### config.mk
export PLATFORM = sky130hd
export DESIGN_NAME = ca_req_router
export DESIGN_NICKNAME = d
export VERILOG_FILES = /design/src/rtl/ca_router_pkg.sv /design/src/rtl/ca_lookup_gate.sv /design/src/rtl/ca_range_decoder.sv /design/src/rtl/ca_route_stage.sv /design/src/rtl/ca_req_router.sv
export SDC_FILE = /design/constraint.sdc
export NUM_CORES = 2
export LEC_CHECK = 0
export CORE_MARGIN = 2
export CORE_UTILIZATION = 40
export CTS_CLUSTER_DIAMETER = 30
export CTS_CLUSTER_SIZE = 28
export DETAILED_ROUTE_END_ITERATION = 10
export PLACE_DENSITY = 0.69
export SYNTH_ARGS = -nofsm -noshare
export SYNTH_HDL_FRONTEND = slang
export SYNTH_SLANG_ARGS = --single-unit
### constraint.sdc
create_clock -name clk -period 4.2 [get_ports clk]
set_clock_uncertainty 0.2 [all_clocks]
set_input_delay 0.42 -clock clk [delete_from_list [all_inputs] [get_ports clk]]
set_output_delay 0.42 -clock clk [all_outputs]
set_load 0.05 [all_outputs]
### src/rtl/ca_router_pkg.sv
// Package: opcode and outcome encodings shared by the request router.
package ca_router_pkg;

    typedef enum logic [2:0] {
        OP_RD_DATA = 3'd0,
        OP_RD_OWN  = 3'd1,
        OP_WR_LINE = 3'd2,
        OP_RD_UNC  = 3'd3,
        OP_IO_RD   = 3'd4,
        OP_IO_WR   = 3'd5,
        OP_RSVD6   = 3'd6,
        OP_RSVD7   = 3'd7
    } req_op_e;

    // Only cacheable reads consult the local slice.
    function automatic logic op_needs_lookup(input logic [2:0] op);
        return (op == OP_RD_DATA) || (op == OP_RD_OWN);
    endfunction

endpackage

### src/rtl/ca_lookup_gate.sv
// Lookup gate: decides, in the request cycle, whether the local slice is
// consulted. Assumes the slice answers with a hit flag in the same cycle.
module ca_lookup_gate
    import ca_router_pkg::*;
#(
    parameter int ADDR_W = 32
) (
    input  logic              req_valid,
    input  logic [ADDR_W-1:0] req_addr,
    input  logic [2:0]        req_op,
    input  logic              slice_en,
    output logic              lookup_valid,
    output logic [ADDR_W-1:0] lookup_addr
);

    // Issue a lookup only for cacheable reads with the slice switched on.
    always_comb begin
        lookup_valid = req_valid && slice_en && op_needs_lookup(req_op);
        lookup_addr  = req_addr;
    end

endmodule

### src/rtl/ca_range_decoder.sv
// Range decoder: NRANGE base/limit windows, each with an enable and a
// target. All windows are compared in parallel; the lowest index wins.
// Assumes base <= limit is the programmer's duty; otherwise never matches.
module ca_range_decoder #(
    parameter int ADDR_W = 32,
    parameter int TGT_W  = 4,
    parameter int NRANGE = 8,
    localparam int IDX_W = (NRANGE > 1) ? $clog2(NRANGE) : 1
) (
    input  logic              clk,
    input  logic              rst_n,
    input  logic              cfg_we,
    input  logic [IDX_W-1:0]  cfg_idx,
    input  logic              cfg_en,
    input  logic [ADDR_W-1:0] cfg_base,
    input  logic [ADDR_W-1:0] cfg_limit,
    input  logic [TGT_W-1:0]  cfg_target,
    input  logic [ADDR_W-1:0] dec_addr,
    output logic              dec_match,
    output logic [TGT_W-1:0]  dec_target
);

    logic [NRANGE-1:0]             hit_vec;
    logic [NRANGE-1:0][TGT_W-1:0]  tgt_vec;

    for (genvar i = 0; i < NRANGE; i++) begin : g_range
        logic              en_q;
        logic [ADDR_W-1:0] base_q;
        logic [ADDR_W-1:0] limit_q;
        logic [TGT_W-1:0]  tgt_q;

        // Hold one table entry; written when the config index selects it.
        always_ff @(posedge clk) begin
            if (!rst_n) begin
                en_q    <= 1'b0;
                base_q  <= '0;
                limit_q <= '0;
                tgt_q   <= '0;
            end else if (cfg_we && (cfg_idx == IDX_W'(i))) begin
                en_q    <= cfg_en;
                base_q  <= cfg_base;
                limit_q <= cfg_limit;
                tgt_q   <= cfg_target;
            end
        end

        assign hit_vec[i] = en_q && (dec_addr >= base_q) && (dec_addr <= limit_q);
        assign tgt_vec[i] = tgt_q;
    end

    // Pick the lowest-indexed matching window.
    always_comb begin
        dec_match  = 1'b0;
        dec_target = '0;
        for (int i = NRANGE - 1; i >= 0; i--) begin
            if (hit_vec[i]) begin
                dec_match  = 1'b1;
                dec_target = tgt_vec[i];
            end
        end
    end

endmodule

### src/rtl/ca_route_stage.sv
// Route stage: registers the lookup and decode results of the request
// cycle and, one cycle later, chooses local service, forward or error.
// Assumes at most one request per cycle.
module ca_route_stage #(
    parameter int ADDR_W = 32,
    parameter int TGT_W  = 4
) (
    input  logic              clk,
    input  logic              rst_n,
    input  logic              req_valid,
    input  logic [ADDR_W-1:0] req_addr,
    input  logic [2:0]        req_op,
    input  logic              lookup_valid,
    input  logic              lookup_hit,
    input  logic              dec_match,
    input  logic [TGT_W-1:0]  dec_target,
    output logic              local_valid,
    output logic              fwd_valid,
    output logic [TGT_W-1:0]  fwd_target,
    output logic              err_valid,
    output logic [ADDR_W-1:0] out_addr,
    output logic [2:0]        out_op
);

    logic              vld_q;
    logic              hit_q;
    logic              match_q;
    logic [TGT_W-1:0]  tgt_q;
    logic [ADDR_W-1:0] addr_q;
    logic [2:0]        op_q;

    // Capture both parallel results; a hit counts only if a lookup was issued.
    always_ff @(posedge clk) begin
        if (!rst_n) begin
            vld_q   <= 1'b0;
            hit_q   <= 1'b0;
            match_q <= 1'b0;
            tgt_q   <= '0;
            addr_q  <= '0;
            op_q    <= '0;
        end else begin
            vld_q   <= req_valid;
            hit_q   <= lookup_valid && lookup_hit;
            match_q <= dec_match;
            tgt_q   <= dec_target;
            addr_q  <= req_addr;
            op_q    <= req_op;
        end
    end

    // Decide the single outcome of the captured request.
    always_comb begin
        local_valid = vld_q && hit_q;
        fwd_valid   = vld_q && !hit_q && match_q;
        err_valid   = vld_q && !hit_q && !match_q;
        fwd_target  = fwd_valid ? tgt_q : '0;
        out_addr    = addr_q;
        out_op      = op_q;
    end

endmodule

### src/rtl/ca_req_router.sv
// Caching agent request router (top): lookup gate and range decoder work
// on the same request cycle; the route stage decides one cycle later.
// Assumes requests are always accepted (no back-pressure).
module ca_req_router #(
    parameter int ADDR_W = 32,
    parameter int TGT_W  = 4,
    parameter int NRANGE = 8,
    localparam int IDX_W = (NRANGE > 1) ? $clog2(NRANGE) : 1
) (
    input  logic              clk,
    input  logic              rst_n,
    input  logic              req_valid,
    input  logic [ADDR_W-1:0] req_addr,
    input  logic [2:0]        req_op,
    input  logic              slice_en,
    output logic              lookup_valid,
    output logic [ADDR_W-1:0] lookup_addr,
    input  logic              lookup_hit,
    input  logic              cfg_we,
    input  logic [IDX_W-1:0]  cfg_idx,
    input  logic              cfg_en,
    input  logic [ADDR_W-1:0] cfg_base,
    input  logic [ADDR_W-1:0] cfg_limit,
    input  logic [TGT_W-1:0]  cfg_target,
    output logic              local_valid,
    output logic              fwd_valid,
    output logic [TGT_W-1:0]  fwd_target,
    output logic              err_valid,
    output logic [ADDR_W-1:0] out_addr,
    output logic [2:0]        out_op
);

    logic             dec_match;
    logic [TGT_W-1:0] dec_target;

    ca_lookup_gate #(.ADDR_W(ADDR_W)) u_gate (
        .req_valid    (req_valid),
        .req_addr     (req_addr),
        .req_op       (req_op),
        .slice_en     (slice_en),
        .lookup_valid (lookup_valid),
        .lookup_addr  (lookup_addr)
    );

    ca_range_decoder #(.ADDR_W(ADDR_W), .TGT_W(TGT_W), .NRANGE(NRANGE)) u_dec (
        .clk        (clk),
        .rst_n      (rst_n),
        .cfg_we     (cfg_we),
        .cfg_idx    (cfg_idx),
        .cfg_en     (cfg_en),
        .cfg_base   (cfg_base),
        .cfg_limit  (cfg_limit),
        .cfg_target (cfg_target),
        .dec_addr   (req_addr),
        .dec_match  (dec_match),
        .dec_target (dec_target)
    );

    ca_route_stage #(.ADDR_W(ADDR_W), .TGT_W(TGT_W)) u_route (
        .clk          (clk),
        .rst_n        (rst_n),
        .req_valid    (req_valid),
        .req_addr     (req_addr),
        .req_op       (req_op),
        .lookup_valid (lookup_valid),
        .lookup_hit   (lookup_hit),
        .dec_match    (dec_match),
        .dec_target   (dec_target),
        .local_valid  (local_valid),
        .fwd_valid    (fwd_valid),
        .fwd_target   (fwd_target),
        .err_valid    (err_valid),
        .out_addr     (out_addr),
        .out_op       (out_op)
    );

endmodule

==> out/metrics.cfg <==
[place]
dp_hpwl_mm = 77.6
io_buffers = 187
dp_cells = 5527
gp_congestion = 0.980

[power]
p_total_mw = 20.1
power.share.clock_pct = 61.0
p_int_mw = 14.9
switching_share_pct = 25.9
irDropWorstVdd_mv = 0.372
leakagePower_nw = 15.5
p_per_area_nw_per_um2 = 473
power.switching_mw = 5.20
power_frac_comb_pct = 9.8
power_frac_seq_pct = 29.1

[grt]
antenna_found_initial = 9
grt_util_all_layers_pct = 26.7
gr-total-overflow = 0
grt_max_degree = 150
grt_pass1_vias = 30170
grt_pass1_wl_mm = 178

[finish]
final_cells = 5804
nNetsFinal = 5222
fill_cells = 7862
area_growth_pct = 25.7
drive_above_1_share_pct = 8.18

[sta]
hold_violations = 1
rsz0062_at_grt = false
period_needed_ps = 3580
holdWs_ps = -61.8
max_freq_mhz = 280
fin_crit_sh_pct = 85.1
finalMaxSlewViolations = 0
worst_pin_slew_ps = 1140
setup_viol = 0
slew_headroom_pct = 23.7

[clock_network]
postCtsSetupBuffers = 0
numClockSinks = 594
cts.root.buffer_cell = clkbuf_16
ctsResizeCount = 0
path_clk_slew_ps = 50
clock_path_buffers = 3
numCtsBuffers = 148
h-tree-depth = 4
clk_latency_ps = 780
cts_tree = yes
hold_buffers = 0

[synthesis]
synth_area_leaders = dfxtp_1 (35%), ha_1 (19%), nand2_1 (13%)
synth_seq_cells = 594
syn_area_um2 = 33700
synth_top_area_share_pct = 35.2
synth_edf_count = 0
async_flop_share_pct = 0
ys.warnings.count = 0
synth_xor_area_share_pct = 0
syn-instance-count = 4450
seq_area_frac_synth_pct = 35.2
synthSimpleGateAreaFrac_pct = 19.3
synth_top_family_by_area = simple AND/OR/NAND/NOR gates
synth_nets = 5075
muxShareOfSynthArea_pct = 0
synth_ff_type = dfxtp_1
synth_compound_area_share_pct = 16.9
yosys.area.top_type = dfxtp_1
synth_fa_ha_area_share_pct = 19.0
syn_avg_cell_area_um2 = 7.58
synthDistinctLibCells = 77

[critical_path]
critical_path_arrival_ps = 4000
crit_path_end_kind = register
worst-setup-path-type = input pin to register
crit_path_max_fanout = 11
r2r_slack_ps = 780
reg2reg_to = u_route.tgt_q[0]
startpoint_type = input pin
reg2reg_from = u_dec.g_range[4].base_q[17]
critPathRequiredTime_ps = 4630
rr_worst_depth = 12

[detailed_routing]
vias = 31203
drtPass1Iterations = 10
drt_wl_total_mm = 116
drt_iter0_drc = 2404
routed_via_density = 5.38
drcViolationCount = 0
ant_nets = 0
wl_per_cell_um = 20.0

[floorplanning]
dieHeight_um = 294
die_area_um2 = 86700
initial_utilization_pct = 40.4
core_area_um2 = 83600
rows = 106
io_pins = 188
die_x_um = 294

[outcome]
status = complete, but fails checks
violations = hold timing

[worst_hold_path]
worstHoldStart = rst_n
hold-path-cell-count = 3
hp-class = input pin to register
hold_end = u_route.out_addr[0]

[job]
drv_cap = 0

[synth_stat cells (3+ instances only)]
cell	instances
and3_1	8
a221oi_1	12
nor3b_1	3
nand3_1	47
buf_2	10
buf_4	43
o211ai_1	18
nor4_1	13
o21ai_1	12
nand4_1	69
buf_1	5
a22oi_1	3
or3_1	6
nor2b_1	19
o2111ai_1	6
a41o_1	4
nor3_1	28
and4_1	10
a21oi_1	696
dfxtp_1	594
a221o_1	7
o21a_1	14
a211o_1	6
o21ai_0	68
ha_1	512
clkbuf_2	49
nor2_1	73
nand2b_1	21
o31ai_1	5
inv_1	509
nand2_1	1199
o21bai_1	5
a2111oi_0	9
and2_1	41
o22ai_1	7
clkbuf_1	177
a31oi_1	6
a211oi_1	22
a21o_1	63
o221ai_1	5
[power by group through the flow]
stage | clock [mW] | sequential [mW] | combinational (mW)
after detailed placement | 0 | 5.95 | 1.94
after CTS | 12.4 | 5.85 | 1.96
after global routing | 12.7 | 5.86 | 2.16
after global placement | 0 | 5.95 | 1.90
after floorplan | 0 | 6.00 | 1.09
final | 12.3 | 5.85 | 1.98
[cells by family after synthesis]
| kind of cell | after synthesis |
|---|---|
| buffers and inverters | 796 |
| DFF | 594 |
| adders and majority gates | 512 |
| AOI/OAI and AO/OA | 995 |
| and+or+nand+nor | 1553 |
[cell usage in the layout (no fill, tap or decap), types with 19 or more instances in the layout]
cell,n
a211oi_1,22
a21o_1,63
a21oi_1,696
and2_1,41
buf_12,36
buf_4,59
bufinv_16,22
clkbuf_16,149
clkbuf_8,26
clkdlybuf4s50_1,186
clkinv_2,19
dfxtp_1,594
ha_1,512
inv_1,509
nand2_1,1196
nand2b_1,21
nand3_1,43
nand4_1,69
nor2_1,67
nor2b_1,19
nor3_1,26
o21ai_0,68
[worst max-delay path: stages]
cell	delay (ps)
clkdlybuf4s50_1	420
inv_1	230
buf_4	280
ha_1	260
nand2b_1	150
a21o_1	180
a21o_1	180
a21oi_1	290
o31ai_1	260
a21oi_1	360
a21o_1	300
nor2b_2	290
o21ai_0	150
a41o_1	240
[registers in the layout, indices dropped and copies added, names as in the netlist]
| name | flops |
|---|---|
| u_dec.g_range.base_q | 256 |
| u_dec.g_range.en_q | 8 |
| u_dec.g_range.limit_q | 256 |
| u_dec.g_range.tgt_q | 32 |
| u_route.hit_q | 1 |
| u_route.match_q | 1 |
| u_route.out_addr | 32 |
| u_route.out_op | 3 |
| u_route.tgt_q | 4 |
| u_route.vld_q | 1 |
[area by class of cell]
class	instances	area, um2	area share (%)
clock inverters	81	1340	3.15
inverters	511	1930	4.54
clock buffers	190	4140	9.76
flip-flops and latches	594	11900	28.0
diodes	6	15.0	0.0354
well taps	1080	1350	3.18
repair buffers	282	3030	7.14
multi-input cells	3060	18700	44.2
[worst max-delay path by stage]
stage                      startpoint               end  slack [ps]  cells after the start
after floorplan           req_addr[0]  u_route.tgt_q[2]        1150                     12
after global placement    req_addr[0]  u_route.tgt_q[0]         -40                     14
after detailed placement  req_addr[0]  u_route.tgt_q[0]         -30                     14
after CTS                 req_addr[0]  u_route.tgt_q[0]         710                     14
after global routing      req_addr[0]  u_route.tgt_q[0]         540                     14
final                     req_addr[0]  u_route.tgt_q[0]         620                     14
[metal layers]
metal	vias to the layer above	global-route usage, %	part of all wire [%]
met3	325	4.81	6.8
met4	6	14.5	5.2
met5	-	0	0.033
met2	1089	44.1	46
met1	14714	32.9	42
li1	15069	-	-
[metrics by stage]
| stage | TNS (ps) | util [%] | hold WS (ps) | worst slack (ps) | cell area, um2 |
|---|---|---|---|---|---|
| after floorplan | 0 | - | 231 | 1150 | 33700 |
| after global placement | -115 | 44.2 | 242 | -44.7 | 36900 |
| after detailed placement | -36.9 | 44.2 | 246 | -30.4 | 36900 |
| after CTS | 0 | 50.8 | 9.73 | 713 | 42400 |
| after global routing | 0 | 50.8 | 28.9 | 543 | 42400 |
| final | 0 | 50.8 | -61.8 | 625 | 42400 |
No activity file was read; power rests on OpenSTA's default activity.
